<file path="config.mk">
export PLATFORM = sky130hd
export DESIGN_NAME = tgt_pulse_gen
export DESIGN_NICKNAME = d
export VERILOG_FILES = /design/src/rtl/tpo_pkg.sv /design/src/rtl/tpo_chan.sv /design/src/rtl/tpo_route.sv /design/src/rtl/tpo_irq.sv /design/src/rtl/tgt_pulse_gen.sv
export SDC_FILE = /design/constraint.sdc
export NUM_CORES = 1
export LEC_CHECK = 0
export ABC_AREA = 1
export BUFFER_PORTS_ARGS = -buffer_cell sky130_fd_sc_hd__buf_2
export CAP_MARGIN = 20
export CORE_UTILIZATION = 50
export CTS_BUF_LIST = sky130_fd_sc_hd__clkbuf_16
export CTS_CLUSTER_DIAMETER = 30
export CTS_CLUSTER_SIZE = 20
export DETAILED_ROUTE_END_ITERATION = 6
export HOLD_SLACK_MARGIN = 0.15
export PLACE_DENSITY = 0.71
export SYNTH_ARGS = -nofsm -noshare
export SYNTH_HDL_FRONTEND = slang
export SYNTH_SLANG_ARGS = --single-unit
</file>
<file path="constraint.sdc">
create_clock -name clk -period 8.6 [get_ports clk]
set_input_delay 0.43 -clock clk [delete_from_list [all_inputs] [get_ports clk]]
set_output_delay 0.43 -clock clk [all_outputs]
set_load 0.005 [all_outputs]
</file>
<file path="src/rtl/tpo_pkg.sv">
`timescale 1ns/1ps
package tpo_pkg;
  localparam int unsigned TW = 32;
  localparam logic [TW-1:0] NS_PER_SEC = 32'd1_000_000_000;

  typedef struct packed {
    logic [TW-1:0] sec;
    logic [TW-1:0] ns;
  } tstamp_t;

  // Sum of two time values; nanoseconds carry into seconds at one second.
  function automatic tstamp_t ts_add(tstamp_t a, tstamp_t b);
    logic [TW:0] nsum;
    tstamp_t     r;
    nsum  = {1'b0, a.ns} + {1'b0, b.ns};
    r.sec = a.sec + b.sec;
    if (nsum >= {1'b0, NS_PER_SEC}) begin
      nsum  = nsum - {1'b0, NS_PER_SEC};
      r.sec = r.sec + 1'b1;
    end
    r.ns = nsum[TW-1:0];
    return r;
  endfunction
endpackage

</file>
<file path="src/rtl/tpo_chan.sv">
`timescale 1ns/1ps
module tpo_chan
  import tpo_pkg::*;
#(
  parameter logic [TW-1:0] FREQ_MAX_NS = 32'd70_000_000,
  parameter logic [TW-1:0] FIX0_NS     = 32'd125_000_000,
  parameter logic [TW-1:0] FIX1_NS     = 32'd250_000_000,
  parameter logic [TW-1:0] FIX2_NS     = 32'd500_000_000
) (
  input  logic    clk,
  input  logic    rst_n,
  input  tstamp_t tod,
  input  logic    wr,
  input  logic    on,
  input  tstamp_t start,
  input  tstamp_t per,
  output logic    out,
  output logic    hit_tt
);
  logic    tt_en_q, tt_en_d;
  logic    ck_en_q, ck_en_d;
  logic    ck_run_q, ck_run_d;
  logic    out_q, out_d;
  tstamp_t tgt_q, tgt_d;
  tstamp_t step_q, step_d;
  tstamp_t half_per;
  logic    pick_freq, active, reached, fire, ld;

  // mode follows the requested period
  assign pick_freq = (per.sec == '0) &&
                     ((per.ns <= FREQ_MAX_NS) || (per.ns == FIX0_NS) ||
                      (per.ns == FIX1_NS) || (per.ns == FIX2_NS));
  assign half_per  = {{TW{1'b0}}, 1'b0, per.ns[TW-1:1]};

  assign active  = tt_en_q | (ck_en_q & ck_run_q);
  assign reached = ({tod.sec, tod.ns} >= {tgt_q.sec, tgt_q.ns});
  assign fire    = active & reached;
  assign ld      = wr | fire;

  always_comb begin
    tt_en_d  = tt_en_q;
    ck_en_d  = ck_en_q;
    ck_run_d = ck_run_q;
    out_d    = out_q;
    tgt_d    = tgt_q;
    step_d   = step_q;
    if (wr) begin
      // all three enables drop before the new mode is applied
      tt_en_d  = 1'b0;
      ck_en_d  = 1'b0;
      ck_run_d = 1'b0;
      if (on) begin
        tt_en_d  = ~pick_freq;
        ck_en_d  = pick_freq;
        ck_run_d = pick_freq;
      end
      tgt_d  = start;
      step_d = pick_freq ? half_per : per;
      out_d  = 1'b0;
    end else if (fire) begin
      out_d = ~out_q;
      tgt_d = ts_add(tgt_q, step_q);
    end
  end

  always_ff @(posedge clk or negedge rst_n) begin
    if (!rst_n) begin
      tt_en_q  <= 1'b0;
      ck_en_q  <= 1'b0;
      ck_run_q <= 1'b0;
      out_q    <= 1'b0;
      tgt_q    <= '0;
      step_q   <= '0;
    end else if (ld) begin
      tt_en_q  <= tt_en_d;
      ck_en_q  <= ck_en_d;
      ck_run_q <= ck_run_d;
      out_q    <= out_d;
      tgt_q    <= tgt_d;
      step_q   <= step_d;
    end
  end

  assign out    = out_q;
  assign hit_tt = fire & tt_en_q;

  a_r5_wr_zeroes_out: assert property (@(posedge clk) disable iff (!rst_n)
    wr |=> !out_q);
  a_r3_fire_toggles: assert property (@(posedge clk) disable iff (!rst_n)
    (fire && !wr) |=> (out_q != $past(out_q)));
  a_r2_one_mode: assert property (@(posedge clk) disable iff (!rst_n)
    !(tt_en_q && ck_en_q));
endmodule

</file>
<file path="src/rtl/tpo_route.sv">
`timescale 1ns/1ps
module tpo_route #(
  parameter int NCH  = 2,
  parameter int NPIN = 4,
  parameter int NCAP = 2,
  localparam int PW    = (NPIN > 1) ? $clog2(NPIN) : 1,
  localparam int CH_W  = (NCH  > 1) ? $clog2(NCH)  : 1,
  localparam int CAP_W = (NCAP > 1) ? $clog2(NCAP) : 1
) (
  input  logic             clk,
  input  logic             rst_n,
  input  logic [NCH-1:0]   ch_out,
  input  logic             ch_wr,
  input  logic [CH_W-1:0]  ch_idx,
  input  logic             ch_on,
  input  logic [PW-1:0]    ch_pin,
  input  logic             cap_wr,
  input  logic [CAP_W-1:0] cap_idx,
  input  logic             cap_on,
  input  logic [PW-1:0]    cap_pin,
  output logic [NPIN-1:0]  pin_out,
  output logic [NPIN-1:0]  pin_oe,
  output logic [NCAP-1:0]  cap_en
);
  logic [NCH-1:0]  ren_q, ren_d;
  logic [PW-1:0]   rpin_q [NCH];
  logic [PW-1:0]   rpin_d [NCH];
  logic [NCAP-1:0] cen_q, cen_d;
  logic [PW-1:0]   cpin_q [NCAP];
  logic [PW-1:0]   cpin_d [NCAP];
  logic [NPIN-1:0] cap_on_pin;
  logic            upd;

  assign upd = ch_wr | cap_wr;

  always_comb begin
    ren_d  = ren_q;
    rpin_d = rpin_q;
    cen_d  = cen_q;
    cpin_d = cpin_q;
    for (int c = 0; c < NCH; c++) begin
      if (ch_wr && ch_idx == CH_W'(c)) begin
        ren_d[c]  = ch_on;
        rpin_d[c] = ch_pin;
      end
    end
    for (int k = 0; k < NCAP; k++) begin
      if (cap_wr && cap_idx == CAP_W'(k)) begin
        cen_d[k]  = cap_on;
        cpin_d[k] = cap_pin;
      end
    end
    // a new output takes its pin away from any capture
    for (int k = 0; k < NCAP; k++) begin
      if (ch_wr && ch_on && cen_d[k] && cpin_d[k] == ch_pin)
        cen_d[k] = 1'b0;
    end
    // a new capture removes outputs, unless an output claims it now
    for (int c = 0; c < NCH; c++) begin
      if (cap_wr && cap_on && ren_d[c] && rpin_d[c] == cap_pin &&
          !(ch_wr && ch_on && ch_pin == cap_pin))
        ren_d[c] = 1'b0;
    end
  end

  always_ff @(posedge clk or negedge rst_n) begin
    if (!rst_n) begin
      ren_q <= '0;
      cen_q <= '0;
      for (int c = 0; c < NCH; c++)  rpin_q[c] <= '0;
      for (int k = 0; k < NCAP; k++) cpin_q[k] <= '0;
    end else if (upd) begin
      ren_q  <= ren_d;
      cen_q  <= cen_d;
      rpin_q <= rpin_d;
      cpin_q <= cpin_d;
    end
  end

  // lowest channel index wins a shared pin
  always_comb begin
    for (int p = 0; p < NPIN; p++) begin
      pin_oe[p]     = 1'b0;
      pin_out[p]    = 1'b0;
      cap_on_pin[p] = 1'b0;
      for (int c = NCH - 1; c >= 0; c--) begin
        if (ren_q[c] && rpin_q[c] == PW'(p)) begin
          pin_oe[p]  = 1'b1;
          pin_out[p] = ch_out[c];
        end
      end
      for (int k = 0; k < NCAP; k++) begin
        if (cen_q[k] && cpin_q[k] == PW'(p))
          cap_on_pin[p] = 1'b1;
      end
    end
  end

  assign cap_en = cen_q;

  for (genvar gp = 0; gp < NPIN; gp++) begin : g_pin_chk
    a_r7_pin_exclusive: assert property (@(posedge clk) disable iff (!rst_n)
      !(pin_oe[gp] && cap_on_pin[gp]));
  end
endmodule

</file>
<file path="src/rtl/tpo_irq.sv">
`timescale 1ns/1ps
module tpo_irq
  import tpo_pkg::*;
#(
  parameter int NCH = 2,
  localparam int NS = NCH + 1
) (
  input  logic          clk,
  input  logic          rst_n,
  input  logic [NCH-1:0] hit,
  input  logic [TW-1:0] tod_sec,
  input  logic [NS-1:0] clr,
  input  logic [NS-1:0] mask,
  output logic [NS-1:0] stat,
  output logic          irq
);
  logic [TW-1:0] prev_sec_q;
  logic [NS-1:0] stat_q, stat_d, set;
  logic          wrap, ld;

  assign wrap   = (tod_sec != prev_sec_q);
  assign set    = {wrap, hit};
  assign ld     = (|set) | (|clr);
  assign stat_d = (stat_q & ~clr) | set;  // set wins over clear

  always_ff @(posedge clk or negedge rst_n) begin
    if (!rst_n) prev_sec_q <= '0;
    else        prev_sec_q <= tod_sec;
  end

  always_ff @(posedge clk or negedge rst_n) begin
    if (!rst_n)  stat_q <= '0;
    else if (ld) stat_q <= stat_d;
  end

  assign stat = stat_q;
  assign irq  = |(stat_q & mask);

  a_r9_wrap_flags: assert property (@(posedge clk) disable iff (!rst_n)
    (tod_sec != prev_sec_q) |=> stat_q[NS-1]);

  for (genvar gi = 0; gi < NS; gi++) begin : g_stat_chk
    a_r8_sticky: assert property (@(posedge clk) disable iff (!rst_n)
      (stat_q[gi] && !clr[gi]) |=> stat_q[gi]);
  end
endmodule

</file>
<file path="src/rtl/tgt_pulse_gen.sv">
`timescale 1ns/1ps
module tgt_pulse_gen
  import tpo_pkg::*;
#(
  parameter int NCH  = 2,
  parameter int NPIN = 4,
  parameter int NCAP = 2,
  parameter logic [31:0] FREQ_MAX_NS = 32'd70_000_000,
  localparam int PW    = (NPIN > 1) ? $clog2(NPIN) : 1,
  localparam int CH_W  = (NCH  > 1) ? $clog2(NCH)  : 1,
  localparam int CAP_W = (NCAP > 1) ? $clog2(NCAP) : 1,
  localparam int NS    = NCH + 1
) (
  input  logic             clk,
  input  logic             rst_n,
  input  logic [31:0]      tod_sec,
  input  logic [31:0]      tod_ns,
  input  logic             cfg_wr,
  input  logic [CH_W-1:0]  cfg_ch,
  input  logic             cfg_on,
  input  logic [PW-1:0]    cfg_pin,
  input  logic [31:0]      cfg_start_sec,
  input  logic [31:0]      cfg_start_ns,
  input  logic [31:0]      cfg_per_sec,
  input  logic [31:0]      cfg_per_ns,
  input  logic             cap_wr,
  input  logic [CAP_W-1:0] cap_idx,
  input  logic             cap_on,
  input  logic [PW-1:0]    cap_pin,
  input  logic [NS-1:0]    irq_mask,
  input  logic [NS-1:0]    irq_clr,
  output logic [NPIN-1:0]  pin_out,
  output logic [NPIN-1:0]  pin_oe,
  output logic [NCAP-1:0]  cap_en,
  output logic [NS-1:0]    irq_stat,
  output logic             irq
);
  logic     rst_m_q, rst_sync_n;
  tstamp_t  tod_ts, start_ts, per_ts;
  logic [NCH-1:0] ch_out, ch_hit;

  always_ff @(posedge clk or negedge rst_n) begin
    if (!rst_n) begin
      rst_m_q    <= 1'b0;
      rst_sync_n <= 1'b0;
    end else begin
      rst_m_q    <= 1'b1;
      rst_sync_n <= rst_m_q;
    end
  end

  assign tod_ts   = {tod_sec, tod_ns};
  assign start_ts = {cfg_start_sec, cfg_start_ns};
  assign per_ts   = {cfg_per_sec, cfg_per_ns};

  for (genvar gi = 0; gi < NCH; gi++) begin : g_ch
    tpo_chan #(
      .FREQ_MAX_NS (FREQ_MAX_NS)
    ) u_ch (
      .clk    (clk),
      .rst_n  (rst_sync_n),
      .tod    (tod_ts),
      .wr     (cfg_wr && (cfg_ch == CH_W'(gi))),
      .on     (cfg_on),
      .start  (start_ts),
      .per    (per_ts),
      .out    (ch_out[gi]),
      .hit_tt (ch_hit[gi])
    );
  end

  tpo_route #(
    .NCH  (NCH),
    .NPIN (NPIN),
    .NCAP (NCAP)
  ) u_route (
    .clk     (clk),
    .rst_n   (rst_sync_n),
    .ch_out  (ch_out),
    .ch_wr   (cfg_wr),
    .ch_idx  (cfg_ch),
    .ch_on   (cfg_on),
    .ch_pin  (cfg_pin),
    .cap_wr  (cap_wr),
    .cap_idx (cap_idx),
    .cap_on  (cap_on),
    .cap_pin (cap_pin),
    .pin_out (pin_out),
    .pin_oe  (pin_oe),
    .cap_en  (cap_en)
  );

  tpo_irq #(
    .NCH (NCH)
  ) u_irq (
    .clk     (clk),
    .rst_n   (rst_sync_n),
    .hit     (ch_hit),
    .tod_sec (tod_sec),
    .clr     (irq_clr),
    .mask    (irq_mask),
    .stat    (irq_stat),
    .irq     (irq)
  );
endmodule

</file>
==> results.md <==
- The run finished with clean final reports.
- The share of the synthesized area in the top cell type is 0.253.
- Detailed routing inserted a total of 35124 vias.
- Detailed placement finished with a half-perimeter wire length of 106 mm.
- The total power density per cell area is 396 mW/mm^2.
- The final number of max-transition violations is 0.
- The launching point of the worst reg2reg path is g_ch[1].u_ch.tgt_q[0].
- For this design the static power due to leakage is 0.0195 uW.
- For this run, global-route usage on met3 was measured as 0.107.
- The worst-case IR drop observed on VDD is 0.215 mV.
- The type of origin of the critical path is a flop.
- The critical path in this run is classified as flop to flop.
- The total routed wirelength is 130 mm.
- The final weighted congestion in routability-driven placement is between 1 and 1.5.
- In the synthesized netlist the async set-or-reset flop fraction comes to 1.00.
- Yosys attributes the largest share of cell area to dfrtp_1 25%, nand2_1 22%, ha_1 10%.
- The number of maximum-capacitance violations is 0.
- In the final routed layout, each cell accounts on average for 21.1 um.
- For this configuration, the core starts out at a cell density of 0.508.
- The quantity of I/O buffers inserted on ports is 223.
- The number of top-level pins is 224.
- The library cell used most frequently in the layout, excluding fill and tap cells, is nand2_1.
- The total area inside the core boundary comes to approximately 0.061 sq mm.
- Setup repair after global routing left no endpoint under its margin.
- The met2 demand-to-capacity share in global routing is 0.638.
- The share of final-layout standard cells stronger than drive strength 1 is 0.0827.
- The most heavily used metal layer in global routing is met2.
- The worst endpoint data arrival time is 5.33 ns.
- The die covers roughly 0.063 sq mm.
- The slew at the pin closest to its max-slew limit is 1.04 ns.
- The startpoint identified for the worst hold timing path is cfg_start_sec[11].
- In this run, the number of DRC markers left after iteration 0 of detailed routing was 4029.
- The number of core rows is 90.
- The source-to-sink clock delay at the later pin of the worst-skew pair is 0.63 ns.
- The cell chosen for the clock root is clkbuf_16.
- The number of buffers inserted to repair setup after CTS is 0.
- The sink count of the clock tree is 311.
- Gates resized during post-CTS repair numbered 0.
- The end-of-flow core utilization is 0.591.
- The critical path launch point is g_ch[1].u_ch.tgt_q[0].
- The total global-route track usage is 0.409.
- In the synthesized netlist the dominant register cell turns out to be dfrtp_1.
- TritonCTS built the clock tree.
- For this run, the register share of the synthesized area comes to 0.253.
- Summing every instance area after synthesis gives a little over 0.03 sq mm.
- The maximum clock skew at final layout is 0.0452 ns.
- After detailed routing, the number of remaining DRC violations is 0.
- The first global-routing pass estimated 193 mm of wire.
- The via count of the first global-routing pass is 32891.
- The hold violation count in the final report is 0.
- The worst hold path belongs to the class primary input to flop.
- In this run, synthesis produced a sequential element count of between 300 and 400.
- The deepest level of the CTS H-tree is 3.
- The horizontal die dimension is 250 um.
- The number of buffers added by the clock tree synthesis step is 78.
- Hold repair after CTS inserted 54 buffers.
- For the final routed database, the setup TNS stands at 0 ns.
- In this run, distinct cell masters in the synthesized netlist total 60.
- Dividing the final minimum period by the clock period gives 0.560.
- Synthesis produced a netlist with a net count of 5531.
- Measured along the y axis, the die boundary spans 250 um.
- The post-layout minimum cycle time is between 4 and 5 ns.
- In the synthesized netlist, the number of instances is 5059.
- The number of setup violations in the final report is 0.
- The maximum number of pins on one net before global-route repair is 162.
- At the end of the flow, the number of nets in the layout was 5801.
- Yosys printed 0 warnings.
- The signed area change from the synthesized netlist to the final layout is 16.2%.
- The average instance area after synthesis is about 6 sq um.
- The tightest hold path in the finished design has a slack of 0.177 ns.
- Global routing finished with a remaining overflow of 0.
- The top fanout value on the critical path is 52.
- The number of buffers between clock root and the deepest sink is 3.
- The achievable frequency is roughly 210 MHz.
- The worst setup path is captured at a flop.
- In the routed layout, each cell is associated on average with a via count of 5.69.
- The number of iterations in the first detailed-routing pass is 6.
- The number of enable flip-flop cells after synthesis is 0.
- The headroom to the max-slew limit is 0.305.
- The top cell types in the final layout, fill and taps aside, are 1773 x nand2_1, 819 x inv_1, 381 x nand3_1.
- The required arrival time at the worst endpoint is around 9.1 ns.
- The number of antenna violations at the first check in global routing is 9.
- The number of routed nets with antenna violations is 0.
- The met1 usage in global routing is 0.497.
- The clock-pin slew of the registers on the worst-case setup and hold paths is 0.05 ns.
- Of all cell types, the one taking the most synthesized area is dfrtp_1.
==> cell families (layout without fill, tap and decap cells) <==
group,after synthesis,after routing,synth area share
compound gates,658,658,0.114
mux,1,1,0.000325
simple gates,2812,2812,0.384
xor+xnor,82,82,0.0241
other cells,1,3,0.000122
fa+ha+maj,262,262,0.107
flops,311,311,0.253
buf+inv,932,1267,0.117
==> critical path, cell delays in order (launching register included) <==
cell and delay [ns]:
dfrtp_1 0.41, ha_1 0.25, fa_1 0.48, nand2_1 0.11, nand2_1 0.05, nand3_1 0.10, nand2_1 0.13, nand2_1 0.11
nand3b_1 0.08, nand2_1 0.22, ha_1 0.20, inv_1 0.06, nand2_1 0.09, nand3_1 0.16, nand2_1 0.11, nand2_2 0.10
nand3_2 0.08, nand2_2 0.10, nand2_4 0.22, nand3_2 0.65, buf_4 0.56, nand2_1 0.13, nand2_1 0.05, nand3_1 0.11
nand2_1 0.08
==> state kept, by name, summed over array words and instances (netlist names) <==
name,count
u_route.rpin_q,4
u_route.cpin_q,4
u_route.cap_en,2
u_irq.prev_sec_q,32
u_irq.stat,3
g_ch.u_ch.out,2
g_ch.u_ch.tgt_q,128
g_ch.u_ch.step_q,128
rst_sync_n,1
g_ch.u_ch.tt_en_q,2
rst_m_q,1
u_route.ren_q,2
g_ch.u_ch.ck_en_q,2
==> cells in the mapped netlist, drive strengths merged (2+ instances only) <==
cell type and count:
nand2 1801, inv 829, nand3 386, o21ai 380, nor2 369, dfrtp 311
ha 258, a21oi 201, nand4 131, clkbuf 70, nor3 64, xor2 45
xnor2 37, buf 30, nand3b 25, o211ai 22, nor4 19, o21bai 10
o21a 9, and2 6, a31oi 5, o221ai 5, or2 5, a211oi 4
a21o 4, and3 4, fa 4, o2111ai 4, clkinv 3, o22ai 3
o31ai 3, a21boi 2, nor4b 2, o221a 2
==> cell type report <==
type                            count  area [sq um]
Clock inverter                     67           736
Timing Repair Buffer              290          1770
Antenna cell                        2          5.00
Fill cell                        6022         24800
Clock buffer                       78          1950
Inverter                          832          3130
Multi-Input combinational cell   3816         19400
Tap cell                          782           978
Sequential cell                   311          7790
==> through the flow <==
step / total power (uW) / std cells / setup slack, ns / cell area [sq um]
6_report: 14200 / 6178 / 3.78 / 35800
5_1_grt: 15200 / 6176 / 3.49 / 35800
4_1_cts: 13900 / 6176 / 3.93 / 35800
3_5_place_dp: 10800 / 5977 / 3.93 / 32600
3_3_place_gp: 10800 / 5977 / 4.04 / 32600
2_1_floorplan: 8360 / 5059 / 3.51 / 30800
==> routing by layer <==
layer  routed length, um  vias to the layer above
met5                  53                        -
met3               14200                      435
met1               49600                    16041
met4                9730                        8
met2               56700                     1887
li1                    -                    16753
==> report_power, final <==
group | internal [uW] | switching [uW]
Combinational | 2650 | 6330
Sequential | 1870 | 340
Clock | 1990 | 1000
==> final timing paths <==
kind                                                 to  cells after the start  slack, ns
worst max register to register   g_ch[1].u_ch.tgt_q[44]                     24       3.78
worst max-delay path             g_ch[1].u_ch.tgt_q[44]                     24       3.78
worst min register to register               rst_sync_n                      0       0.36
worst min-delay path             g_ch[1].u_ch.tgt_q[43]                      5       0.18
min in group asynchronous       g_ch[0].u_ch.step_q[20]                      0       0.44
max in group asynchronous        g_ch[0].u_ch.step_q[4]                      2       6.27
Power figures use the tool's default switching activity.
